[src/rtl/ctx_remap_pkg.sv]
package ctx_remap_pkg;
    localparam int unsigned ADDR_W_DEF    = 32;
    localparam int unsigned ID_W_DEF      = 7;
    localparam int unsigned FETCH_LAG_DEF = 2;

    // true when the address lies inside the relocatable low window
    function automatic logic in_low_window(input logic [ADDR_W_DEF-1:0] va,
                                           input int unsigned id_w);
        logic hit;
        hit = 1'b1;
        for (int i = 0; i < ADDR_W_DEF; i++) begin
            if (i >= ADDR_W_DEF - id_w && va[i]) hit = 1'b0;
        end
        return hit;
    endfunction
endpackage

[src/rtl/ctx_id_state.sv]
module ctx_id_state #(
    parameter int unsigned ID_W      = 7,
    parameter int unsigned FETCH_LAG = 2
) (
    input  logic            clk,
    input  logic            rst_n,
    input  logic            wr_en,
    input  logic [ID_W-1:0] wr_id,
    input  logic            fetch_valid,
    output logic [ID_W-1:0] data_id,
    output logic [ID_W-1:0] fetch_id
);
    localparam int unsigned CNT_W = (FETCH_LAG < 1) ? 1 : $clog2(FETCH_LAG + 1);

    typedef struct packed {
        logic [ID_W-1:0]  arch_id;
        logic [ID_W-1:0]  fetch_id;
        logic             pending;
        logic [CNT_W-1:0] cnt;
    } id_state_t;

    id_state_t st_d, st_q;

    always_comb begin
        st_d = st_q;
        if (fetch_valid && st_q.pending && !wr_en) begin
            if (st_q.cnt == CNT_W'(1)) begin
                st_d.fetch_id = st_q.arch_id;
                st_d.pending  = 1'b0;
                st_d.cnt      = '0;
            end else begin
                st_d.cnt = st_q.cnt - CNT_W'(1);
            end
        end
        if (wr_en) begin
            st_d.arch_id = wr_id;
            if (FETCH_LAG == 0) begin
                st_d.fetch_id = wr_id;
                st_d.pending  = 1'b0;
                st_d.cnt      = '0;
            end else begin
                st_d.pending = 1'b1;
                st_d.cnt     = CNT_W'(FETCH_LAG);
            end
        end
    end

    always_ff @(posedge clk) begin
        if (!rst_n) st_q <= '0;
        else        st_q <= st_d;
    end

    assign data_id  = st_q.arch_id;
    assign fetch_id = st_q.fetch_id;

    // data side follows the write on the next cycle
    a_r9_data_next: assert property (@(posedge clk) disable iff (!rst_n)
        wr_en |=> data_id == $past(wr_id));
    // a write never moves the fetch identifier on the next cycle
    a_r8_fetch_hold: assert property (@(posedge clk) disable iff (!rst_n)
        (wr_en && FETCH_LAG > 0) |=> fetch_id == $past(fetch_id));
    // without a fetch the fetch identifier never changes
    a_r8_idle_hold: assert property (@(posedge clk) disable iff (!rst_n)
        (!fetch_valid && !wr_en) |=> $stable(fetch_id));
endmodule

[src/rtl/ctx_addr_xlate.sv]
module ctx_addr_xlate #(
    parameter int unsigned ADDR_W = 32,
    parameter int unsigned ID_W   = 7
) (
    input  logic              clk,
    input  logic              rst_n,
    input  logic [ADDR_W-1:0] va,
    input  logic [ID_W-1:0]   id,
    input  logic              relocate_en,
    output logic [ADDR_W-1:0] mva
);
    localparam int unsigned OFF_W = ADDR_W - ID_W;

    logic low_hit;

    always_comb begin
        low_hit = (va[ADDR_W-1:OFF_W] == '0);
        mva     = va;
        if (relocate_en && low_hit) mva = {id, va[OFF_W-1:0]};
    end

    // addresses above the window leave untouched
    a_r4_high_pass: assert property (@(posedge clk) disable iff (!rst_n)
        (va >= (ADDR_W'(1) << OFF_W)) |-> mva == va);
    // disabled relocation is an identity
    a_r6_bypass: assert property (@(posedge clk) disable iff (!rst_n)
        !relocate_en |-> mva == va);
    // window addresses keep their offset and take the identifier
    a_r3_low_relocate: assert property (@(posedge clk) disable iff (!rst_n)
        (relocate_en && va < (ADDR_W'(1) << OFF_W)) |->
        (mva[OFF_W-1:0] == va[OFF_W-1:0] && mva[ADDR_W-1:OFF_W] == id));
endmodule

[src/rtl/ctx_remap.sv]
module ctx_remap
    import ctx_remap_pkg::*;
#(
    parameter int unsigned ADDR_W    = ADDR_W_DEF,
    parameter int unsigned ID_W      = ID_W_DEF,
    parameter int unsigned FETCH_LAG = FETCH_LAG_DEF
) (
    input  logic              clk,
    input  logic              rst_n,
    input  logic              reg_wr_en,
    input  logic [ADDR_W-1:0] reg_wr_data,
    output logic [ADDR_W-1:0] reg_rd_data,
    input  logic              mmu_en,
    input  logic              fetch_valid,
    input  logic [ADDR_W-1:0] fetch_va,
    output logic [ADDR_W-1:0] fetch_mva,
    input  logic [ADDR_W-1:0] data_va,
    input  logic              data_maint,
    output logic [ADDR_W-1:0] data_mva
);
    localparam int unsigned OFF_W = ADDR_W - ID_W;

    logic [ID_W-1:0] data_id, fetch_id;
    logic            sbz_unused;

    assign sbz_unused = ^reg_wr_data[OFF_W-1:0];

    ctx_id_state #(.ID_W(ID_W), .FETCH_LAG(FETCH_LAG)) u_state (
        .clk(clk), .rst_n(rst_n),
        .wr_en(reg_wr_en), .wr_id(reg_wr_data[ADDR_W-1:OFF_W]),
        .fetch_valid(fetch_valid),
        .data_id(data_id), .fetch_id(fetch_id)
    );

    ctx_addr_xlate #(.ADDR_W(ADDR_W), .ID_W(ID_W)) u_fetch_xlate (
        .clk(clk), .rst_n(rst_n), .va(fetch_va), .id(fetch_id),
        .relocate_en(mmu_en), .mva(fetch_mva)
    );

    ctx_addr_xlate #(.ADDR_W(ADDR_W), .ID_W(ID_W)) u_data_xlate (
        .clk(clk), .rst_n(rst_n), .va(data_va), .id(data_id),
        .relocate_en(mmu_en && !data_maint), .mva(data_mva)
    );

    assign reg_rd_data = {data_id, {OFF_W{1'b0}}};

    // maintenance accesses are never moved
    a_r7_maint_flat: assert property (@(posedge clk) disable iff (!rst_n)
        data_maint |-> data_mva == data_va);
    // MMU off keeps the fetch path flat
    a_r6_mmu_off_fetch: assert property (@(posedge clk) disable iff (!rst_n)
        !mmu_en |-> fetch_mva == fetch_va);
endmodule

[config.mk]
export PLATFORM = sky130hd
export DESIGN_NAME = ctx_remap
export DESIGN_NICKNAME = d
export VERILOG_FILES = /design/src/rtl/ctx_remap_pkg.sv /design/src/rtl/ctx_id_state.sv /design/src/rtl/ctx_addr_xlate.sv /design/src/rtl/ctx_remap.sv
export SDC_FILE = /design/constraint.sdc
export NUM_CORES = 1
export LEC_CHECK = 0
export BUFFER_PORTS_ARGS = -buffer_cell sky130_fd_sc_hd__buf_2
export CAP_MARGIN = 40
export CELL_PAD_IN_SITES_DETAIL_PLACEMENT = 1
export CELL_PAD_IN_SITES_GLOBAL_PLACEMENT = 1
export CORE_ASPECT_RATIO = 0.75
export CORE_UTILIZATION = 20
export DETAILED_ROUTE_END_ITERATION = 6
export PLACE_DENSITY = 0.91
export SYNTH_ARGS = -nofsm -noshare
export SYNTH_HDL_FRONTEND = slang
export SYNTH_SLANG_ARGS = --single-unit
export TNS_END_PERCENT = 100
[constraint.sdc]
create_clock -name clk -period 3.4 [get_ports clk]
set_input_delay 0.34 -clock clk [delete_from_list [all_inputs] [get_ports clk]]
set_output_delay 0.34 -clock clk [all_outputs]
set_load 0.005 [all_outputs]
# Word-level counts from Yosys, hierarchy flattened
# Cells that the tools add are included.
# totals
register_bits	17
out_inout_bits	96
input_bits	102
# op_classes
addsub	1
n_eq_ne	1
mux	6
bitwise_logic	1
n_reduce_logical	14
# ops
cell	n
32-bit two-way mux	2
7-bit logical NOT	2
3-bit two-way mux	2
1-bit logical AND	5
2-bit AND reduction	2
2-bit nonzero test	2
2-bit by 1-bit equality test with 1-bit output, second input constant	1
1-bit logical NOT	2
2-bit two-way mux	1
2-bit OR reduction	1
2-bit by 1-bit subtractor with 2-bit output, second input constant	1
1-bit two-way mux	1
1-bit inverter	1

# Depth between registers and ports, before layout
# Gate-level depths: netlist of run 1.
# depth
ltp_word	4
ltp_mapped	6
mapped_depth_nobuf	5

# Hierarchy
# From an unflattened synthesis of run 1, not the netlist that was laid out.
# hier_totals
hier_cells	197
area_unflattened_um2	1692.9
# modules_own_cells
mod	area_each_um2	cells_per_inst	instances	seq_area_each_um2
ctx_id_state	799.5	82	1	340.3
ctx_addr_xlate	344.1	44	2	0.0
ctx_remap	205.2	27	1	0.0

# Least setup slack after synthesis of run 1
# No wires, ideal clock.
# synth_path
kind	input to output
start	input port data_va[27]
end	output port data_mva[25]
path_slack_ns	1.711
required_ns	3.060
arrival_ns	1.349
cell_stages	3
cell_sequence	or4b_4 > nor4_4 > a21o_1
# synth_via
elab_chain_len	3
# synth_lines
element	line_no	text
start, declared	ctx_remap.sv:17	input logic [ADDR_W-1:0] data_va,
7-bit logical NOT	ctx_addr_xlate.sv:17	low_hit = (va[ADDR_W-1:OFF_W] == '0);
1-bit logical AND	ctx_addr_xlate.sv:19	if (relocate_en && low_hit) mva = {id, va[OFF_W-1:0]};
32-bit two-way mux	ctx_addr_xlate.sv:19	
end, declared	ctx_remap.sv:19	output logic [ADDR_W-1:0] data_mva
# No other way between the ends.

# Worst setup path after layout of run 1
# layout_path
start	input port data_va[27]
end	output port data_mva[27]
# layout_via
elab_chain_len	3
# layout_lines
element	line_no
7-bit logical NOT	ctx_addr_xlate.sv:17
1-bit logical AND	ctx_addr_xlate.sv:19
32-bit two-way mux (*)	ctx_addr_xlate.sv:19
# Every way passes the cells marked *; elsewhere a longest branch is shown, timed or not.

==> results of run 1 <==
Yosys cell counts, drive strengths merged:
| cell | n |
|---|---|
| inv | 3 |
| or4b | 1 |
| nor2b | 7 |
| o21ai | 1 |
| nand4b | 1 |
| dfxtp | 17 |
| nor4 | 2 |
| or3 | 1 |
| nor3b | 1 |
| a21o | 13 |
| nor2 | 3 |
| mux2i | 8 |
| a21boi | 7 |
| nor3 | 1 |
| o21a | 1 |
| buf | 83 |
| nand2 | 15 |
| ha | 1 |
| and4b | 2 |
| conb | 1 |
| o41ai | 1 |
| mux2 | 1 |
| clkbuf | 3 |
layout by cell type (no fill, tap or decap), drive strengths merged:
cell type and instances:
a21boi 7, a21o 13, and4b 2, buf 47, clkbuf 3, clkinvlp 1
conb 25, dfxtp 17, ha 1, inv 3, mux2 1, mux2i 8
nand2 15, nand4b 1, nor2 3, nor2b 7, nor3 1, nor3b 1
nor4 2, o21a 1, o21ai 1, o41ai 1, or3 1, or4b 1
worst max-delay path by stage:
stage                      startpoint  cells after the start            to  slack [ns]
after floorplan           data_va[27]                      3  data_mva[25]        1.71
after global placement    data_va[27]                      5  data_mva[27]        1.29
after detailed placement  data_va[27]                      5  data_mva[27]        1.29
after CTS                 data_va[27]                      5  data_mva[27]        1.28
after global routing      data_va[27]                      5  data_mva[30]        1.25
final                     data_va[27]                      5  data_mva[27]        1.30
layer usage:
layer	track usage	vias up	part of all wire
li1	-	438	-
met1	0.0895	456	0.39
met2	0.140	52	0.50
met3	0.0550	0	0.11
met4	0.00435	0	0
met5	0	-	0
tightest hold or removal path, stage by stage:
cell and delay, ns:
buf_2 0.08, mux2i_1 0.05, nor2b_1 0.09
registers in the layout (all words and copies together) (netlist names):
| register | cells |
|---|---|
| u_state.st_q | 3 |
| u_state.fetch_id | 7 |
| u_state.data_id | 7 |
layout make-up:
| class | count | area [um^2] |
|---|---|---|
| Fill cell | 851 | 5600 |
| Multi-Input combinational cell | 92 | 569 |
| Sequential cell | 17 | 340 |
| Timing Repair Buffer | 47 | 235 |
| Tap cell | 98 | 123 |
| Clock buffer | 3 | 41.3 |
| Inverter | 3 | 11.3 |
| Clock inverter | 1 | 7.51 |
cells by family after synthesis:
group | Yosys count | synth area share
other cells | 1 | 0.00256
flops | 17 | 0.233
buf+inv | 89 | 0.440
mux | 9 | 0.0624
fa+ha+maj | 1 | 0.00855
simple gates | 34 | 0.137
compound gates | 23 | 0.117
power breakdown:
part	internal, mW	switching (mW)
combinational	0.0363	0.0363
sequential	0.206	0.00764
clock	0.0826	0.0793
stage by stage:
step / total power [mW] / utilization / std cells / hold slack, ns / setup slack, ns
2_1_floorplan: 0.327 / - / 198 / 0.444 / 1.71
3_3_place_gp: 0.290 / 0.185 / 257 / 0.460 / 1.29
3_5_place_dp: 0.292 / 0.185 / 257 / 0.469 / 1.29
4_1_cts: 0.458 / 0.192 / 261 / 0.340 / 1.28
5_1_grt: 0.476 / 0.192 / 261 / 0.349 / 1.25
6_report: 0.448 / 0.192 / 261 / 0.338 / 1.30
==> metrics.cfg, run 1 <==
[status]
outcome=finished clean

[setup_path]
reg2reg_to=u_state.fetch_id[4]
path_class=input pin to output port
crit_required_ns=3.06
crit_fanout=5
startpoint_type=input pin
r2r_start=u_state.st_q[0]
crit_family=simple AND/OR/NAND/NOR gates
crit_path_top_delay_cell=or4b_4
worstRegToRegCells=4
worstPathArrival_ns=1.76
rrSetupSlack_ns=2.12
path_buf_inv=2
crit_top_cell=buf_2
cp_cell_sequence=buf_2, or4b_4, nor4_4, a21o_1, buf_2
slowest_delay_ns=0.58
crit_path_end_kind=output port

[pwr]
power_density_nw_per_um2=338
p_leak_nw=0.667
ir_drop_mv=0.134

[timing]
period_share=0.618
setup_viol=0
rsz0062_at_grt=no
finalHoldViolCount=0
post-route-min-period_ns=2.10
fmax_ghz=0.476
maxSlewViolCount=0
fin_skew_ns=0.00688
finalSetupTns_ns=0

[drt]
ant_nets=0
vias_per_cell=3.62
drtIter0Drc=24
first_pass_iters=2
wire_per_inst_um=12.4
wl_um=3250
drcViolationCount=0
vias=946

[grt]
grt.total_usage=0.0828
grt_overflow=0
grt_pass1_vias=943
grt_max_degree=18
grt_pass1_wl_um=4900
antenna_found_initial=0

[synthesis]
postSynthCellCount=174
synth_cell_type_count=25
yosysWarnings=0
synth_top_area_share=0.421
yosysSeqAreaShare=0.233
synth_area_leaders=buf_4 (42%), dfxtp_1 (23%), a21o_1 (6.7%)
netlist.top_cell.by_area=buf_4
netlist_area_um2=1460
ys_ff_latch=17
synth_area_per_cell_um2=8.41

[clocking]
h-tree-depth=1
root_buffer=clkbuf_8
post_cts_resized=0
worstSkewPairLatency_ns=0.26
clockBufferDepth=2
post_cts_buffers=0
clock_sinks=17
ctsHoldBuffers=0
numCtsBuffers=3
cts_tree=done
clk_pin_slew_ns=0.08

[layout]
syn_to_final_growth_pct=-9.24
antenna_cells=0
final_layout_size_suffix_gt1_frac=0.331
fin_area_um2=1330
nNetsFinal=267

[floorplanning]
rows=26
start_util=0.211
die_area_um2=7660
fp.dieH_um=76.1
die_w_um=101
ioPinCount=198
core_area_um2=6930

[hold_path]
hold_path_class=input pin to flip-flop
hold_depth=3
hold_path_end=u_state.data_id[6]
min_from=reg_wr_data[31]

[place]
io_buffers=47
place.gp.congestion=0.724
dp_hpwl_um=2750
postPlaceCellArea_um2=1280

[run]
max_cap_viol_count=0

No activity file was read; power rests on OpenSTA's default activity.
==> run 2, diff against run 1 <==
--- a/config.mk
+++ b/config.mk
@@ -10,9 +10,9 @@
 export CELL_PAD_IN_SITES_DETAIL_PLACEMENT = 1
 export CELL_PAD_IN_SITES_GLOBAL_PLACEMENT = 1
 export CORE_ASPECT_RATIO = 0.75
-export CORE_UTILIZATION = 20
+export CORE_UTILIZATION = 19
 export DETAILED_ROUTE_END_ITERATION = 6
-export PLACE_DENSITY = 0.91
+export PLACE_DENSITY = 0.88
 export SYNTH_ARGS = -nofsm -noshare
 export SYNTH_HDL_FRONTEND = slang
 export SYNTH_SLANG_ARGS = --single-unit
==> constraint.sdc (replaced) <==
create_clock -name clk -period 2.1 [get_ports clk]
set_input_delay 0.21 -clock clk [delete_from_list [all_inputs] [get_ports clk]]
set_output_delay 0.21 -clock clk [all_outputs]
set_load 0.005 [all_outputs]
==> run 2 against run 1 <==
Non-clock buffer count did not move. Highest routed layer is now met4. Sequential power up 62%. Final area about the same. Via count is 0.74% lower. Sequential share of layout area hardly changed. Global-route usage is 0.061 points lower. Clock skew decreased by 0.0013 ns. Core utilization decreased by 1.2 points. Power rose by 58%. Combinational power rose by 63%.
==> metrics.cfg, run 2 (synthesis gave the netlist of run 1 again) <==
[drt]
wire_per_inst_um=12.3
vias_per_cell=3.56
drtIter0Drc=21
first_pass_iters=4
ant_nets=0
vias=939
wl_um=3250
drcViolationCount=0

[floorplanning]
core_area_um2=7400
die_area_um2=8060
rows=27
start_util=0.198
fp.dieH_um=78.0
ioPinCount=198
die_w_um=103

[place]
io_buffers=47
dp_hpwl_um=2670
place.gp.congestion=0.696

[layout]
final_cell_mix=buf_2 (47), conb_1 (25), dfxtp_1 (17)
layout_commonest_cell=buf_2
seqCellArea_um2=340
antenna_cells=0
final_core_util=0.180
syn_to_final_growth_pct=-9.15
final_layout_size_suffix_gt1_frac=0.331
multi_input_area_um2=569
fillers=900
nNetsFinal=267

[grt]
grt_overflow=0
antenna_found_initial=0
grt_pass1_vias=923
grt_pass1_wl_um=4970
grt.total_usage=0.0822
grt_max_degree=18

[hold_path]
hold_depth=3
hold_path_class=input pin to flip-flop
min_from=reg_wr_data[28]
hold_path_end=u_state.data_id[3]

[pwr]
p_leak_nw=0.671
ir_drop_mv=0.259
total_power_mw=0.709
power_density_nw_per_um2=533

[setup_path]
cp_cell_sequence=buf_2, or4b_4, nor4_4, a21o_1, buf_2
crit_fanout=5
crit_path_end_kind=output port
rrSetupSlack_ns=0.84
r2r_start=u_state.st_q[0]
worstPathArrival_ns=1.53
startpoint_type=input pin
path_class=input pin to output port
crit_required_ns=1.89
crit_path_top_delay_cell=or4b_4
reg2reg_to=u_state.fetch_id[2]
worstRegToRegCells=4
crit_top_cell=buf_2
slowest_delay_ns=0.56

[clocking]
cts_tree=done
ctsHoldBuffers=0
numCtsBuffers=3
clock_sinks=17
worstSkewPairLatency_ns=0.25
clockBufferDepth=2
post_cts_buffers=0
post_cts_resized=0
root_buffer=clkbuf_8
h-tree-depth=1
clk_pin_slew_ns=0.07

[timing]
rsz0062_at_grt=no
period_share=0.829
fmax_ghz=0.575
post-route-min-period_ns=1.74
setup_viol=0
finalHoldViolCount=0
maxSlewViolCount=0
finalSetupTns_ns=0
fin_hold_ws_ns=0.216
fin_skew_ns=0.00563

[run]
max_cap_viol_count=0

[status]
outcome=finished clean

## run 2: changes by cell type in the layout (fill, tap and decap cells not counted)
cell / previous run / this run
clkinv_2: 0 / 1
clkinvlp_4: 1 / 0
## run 2: per-layer routing
layer,part of all wire,GRT usage
met5,0,0
met3,0.11,0.0541
met2,0.50,0.135
met4,0.0040,0.0127
met1,0.39,0.0889
## run 2: through the flow
step / setup WS [ns] / instance area (um^2) / instances
2_1_floorplan: 0.671 / 1550 / 198
3_3_place_gp: 0.344 / 1280 / 260
3_5_place_dp: 0.345 / 1280 / 260
4_1_cts: 0.337 / 1330 / 264
5_1_grt: 0.277 / 1330 / 264
6_report: 0.360 / 1330 / 264
## run 2: report_power, final
| part | switching (mW) | total, mW | internal, mW |
|---|---|---|---|
| Sequential | 0.0124 | 0.347 | 0.334 |
| Clock | 0.113 | 0.244 | 0.132 |
| Combinational | 0.0591 | 0.118 | 0.0588 |
| Total | 0.184 | 0.709 | 0.524 |
## run 2: layout make-up
cell class,count,share of cell area
clock inverter,1,0.00377
inverter,3,0.00847
sequential,17,0.256
clock buffer,3,0.0311
tap,101,0.0951
multi-input combinational,92,0.428
timing repair buffer,47,0.177
## run 2: worst max-delay path by stage
stage	start	end	slack (ns)	cells past startpoint
6_report	data_va[27]	data_mva[25]	0.36	5
5_1_grt	data_va[27]	data_mva[25]	0.28	5
4_1_cts	data_va[27]	data_mva[25]	0.34	5
3_5_place_dp	data_va[27]	data_mva[25]	0.34	5
3_3_place_gp	data_va[27]	data_mva[27]	0.34	5
2_1_floorplan	data_va[27]	data_mva[25]	0.67	3
## run 2: critical path, delay by kind of cell
| kind | cells | cell delay, ns |
|---|---|---|
| AND/OR/NAND/NOR | 2 | 0.92 |
| AO/OA/AOI/OAI | 1 | 0.18 |
| buffers and inverters | 2 | 0.22 |
==> run 3, diff against run 2 <==
--- a/config.mk
+++ b/config.mk
@@ -5,6 +5,7 @@
 export SDC_FILE = /design/constraint.sdc
 export NUM_CORES = 1
 export LEC_CHECK = 0
+export ABC_AREA = 1
 export BUFFER_PORTS_ARGS = -buffer_cell sky130_fd_sc_hd__buf_2
 export CAP_MARGIN = 40
 export CELL_PAD_IN_SITES_DETAIL_PLACEMENT = 1
@@ -12,7 +13,7 @@
 export CORE_ASPECT_RATIO = 0.75
 export CORE_UTILIZATION = 19
 export DETAILED_ROUTE_END_ITERATION = 6
-export PLACE_DENSITY = 0.88
+export PLACE_DENSITY = 0.87
 export SYNTH_ARGS = -nofsm -noshare
 export SYNTH_HDL_FRONTEND = slang
 export SYNTH_SLANG_ARGS = --single-unit
==> constraint.sdc (replaced) <==
create_clock -name clk -period 1.8 [get_ports clk]
set_input_delay 0.18 -clock clk [delete_from_list [all_inputs] [get_ports clk]]
set_output_delay 0.18 -clock clk [all_outputs]
set_load 0.005 [all_outputs]
==> run 3 against run 2 <==
Power rose by 18%. Routed wire length is 1.6% higher. Clock skew is 0.0018 ns lower.
==> metrics.cfg, run 3 <==
[status]
outcome=finished clean

[run]
max_cap_viol_count=0

[grt]
grt.total_usage=0.0798
grt_overflow=0
grt_pass1_wl_um=5250
antenna_found_initial=0
grt_pass1_vias=1086
grt_max_degree=18

[timing]
rsz0062_at_grt=no
finalSetupTns_ns=0
tightest_slew_ns=0.541
fmax_ghz=0.807
post-route-min-period_ns=1.24
setup_viol=0
max_slew_margin=0.638
finalHoldViolCount=0
maxSlewViolCount=0
period_share=0.689
fin_skew_ns=0.00386

[setup_path]
crit_fanout=7
worstPathArrival_ns=1.06
crit_path_end_kind=output port
startpoint_type=input pin
crit_required_ns=1.62
rrSetupSlack_ns=0.64
path_class=input pin to output port

[synthesis]
netlist_area_um2=1570
yosysMostFrequentCell=buf_4
async_flop_share=0
ys_ff_latch=17
synth_area_leaders=buf_4 (40%), dfxtp_1 (22%), inv_1 (7.6%)
synth_area_per_cell_um2=6.69
netlist.top_cell.by_area=buf_4
synth_cell_type_count=19
synth_top_flop_cell=dfxtp_1
yosysSeqAreaShare=0.216
yosysWarnings=0
postSynthCellCount=235
synth_top_area_share=0.401
ys_top_cells_by_count=buf_4 (84), inv_1 (32), nand2_1 (32), nor2_1 (28), dfxtp_1 (17)
synth_edf_count=0

[drt]
ant_nets=0
vias=1162
first_pass_iters=4
drtIter0Drc=47
vias_per_cell=3.53
wl_um=3300
wire_per_inst_um=10.0
drcViolationCount=0

[pwr]
clkPwrFrac=0.337
ir_drop_mv=0.257
intPower_mw=0.610
power_density_nw_per_um2=585
p_leak_nw=0.785
pwr-share-comb=0.175
switching_power_mw=0.228
switching_share=0.272
seqPwrFrac=0.488

[layout]
fin_area_um2=1430
nNetsFinal=328
final_layout_size_suffix_gt1_frac=0.246
antenna_cells=0
fillers=1022
layout.cells.non_filler=329
final_cell_mix=buf_2 (47), inv_1 (32), nand2_1 (32)
syn_to_final_growth_pct=-8.83
layout_commonest_cell=buf_2

[clocking]
root_buffer=clkbuf_8
clockBufferDepth=2
clk_pin_slew_ns=0.06
cts_tree=done
h-tree-depth=1
ctsHoldBuffers=0
clock_sinks=17
worstSkewPairLatency_ns=0.25
post_cts_buffers=0
numCtsBuffers=3
post_cts_resized=0

[place]
dp.cells=325
postPlaceCellArea_um2=1390
io_buffers=47
dp_hpwl_um=2740
place.gp.congestion=0.714

[floorplanning]
start_util=0.198
core_area_um2=7950
fp.dieH_um=80.8
die_w_um=107
die_area_um2=8650
rows=28
ioPinCount=198

[hold_path]
hold_path_class=input pin to flip-flop

[run 3: changes by cell type after synthesis, sizes merged, moves of 6 or more]
cell,previous run,this run
nand3,0,10
nor2,3,30
mux2i,8,0
nand2,15,34
nand3b,0,6
a21boi,7,0
inv,3,33
nor2b,7,0
o21ai,1,14
a21o,13,0
[run 3: cell families (layout without fill, tap and decap cells)]
group,Yosys count,after routing,synth area share
AND/OR/NAND/NOR,80,80,0.232
buffers and inverters,119,84,0.486
AO/OA/AOI/OAI,17,17,0.0557
adder cells (fa/ha/maj),1,1,0.00795
other,1,25,0.00238
flip-flops,17,17,0.216
[run 3: through the flow]
step	setup WS [ns]	power [mW]	hold slack (ns)	util
4_1_cts	0.544	0.855	0.149	0.180
6_report	0.560	0.838	0.157	0.180
3_5_place_dp	0.552	0.565	0.360	0.175
3_3_place_gp	0.565	0.558	0.360	0.175
2_1_floorplan	0.828	0.633	0.303	-
5_1_grt	0.451	0.901	0.169	0.180
[run 3: final cells by class]
class	count	area, um^2	area share
clock buffer	4	45.0	0.0314
inverter	33	124	0.0864
multi-input combinational	123	558	0.389
sequential	17	340	0.237
tap	105	131	0.0916
timing repair buffer	47	235	0.164
[run 3: power by group through the flow]
stage	combinational (mW)	clock [mW]	sequential, mW
CTS	0.148	0.297	0.409
floorplan	0.225	0	0.408
global route	0.172	0.319	0.411
detailed placement	0.148	0	0.417
global placement	0.141	0	0.417
finish	0.147	0.283	0.409
[run 3: worst paths after layout]
| check | cells past startpoint | start | endpoint |
|---|---|---|---|
| setup / recovery | 6 | mmu_en | data_mva[29] |
| hold / removal | 3 | reg_wr_data[29] | u_state.data_id[4] |
| setup reg to reg | 4 | u_state.st_q[0] | u_state.st_q[2] |
| hold reg to reg | 2 | u_state.st_q[0] | u_state.st_q[0] |
[run 3: worst max-delay path, cell delays in order]
cell     delay, ns
buf_2         0.09
inv_1         0.04
nor2_1        0.41
nand3_1       0.16
nand2_1       0.08
buf_2         0.10
[run 3: per-layer routing]
metal  up-vias  track usage  part of all wire
li1        577            -                 -
met1       523       0.0995              0.48
met2        58        0.126              0.44
met3         4       0.0313             0.082
met4         0       0.0260            0.0070
met5         -            0                 0
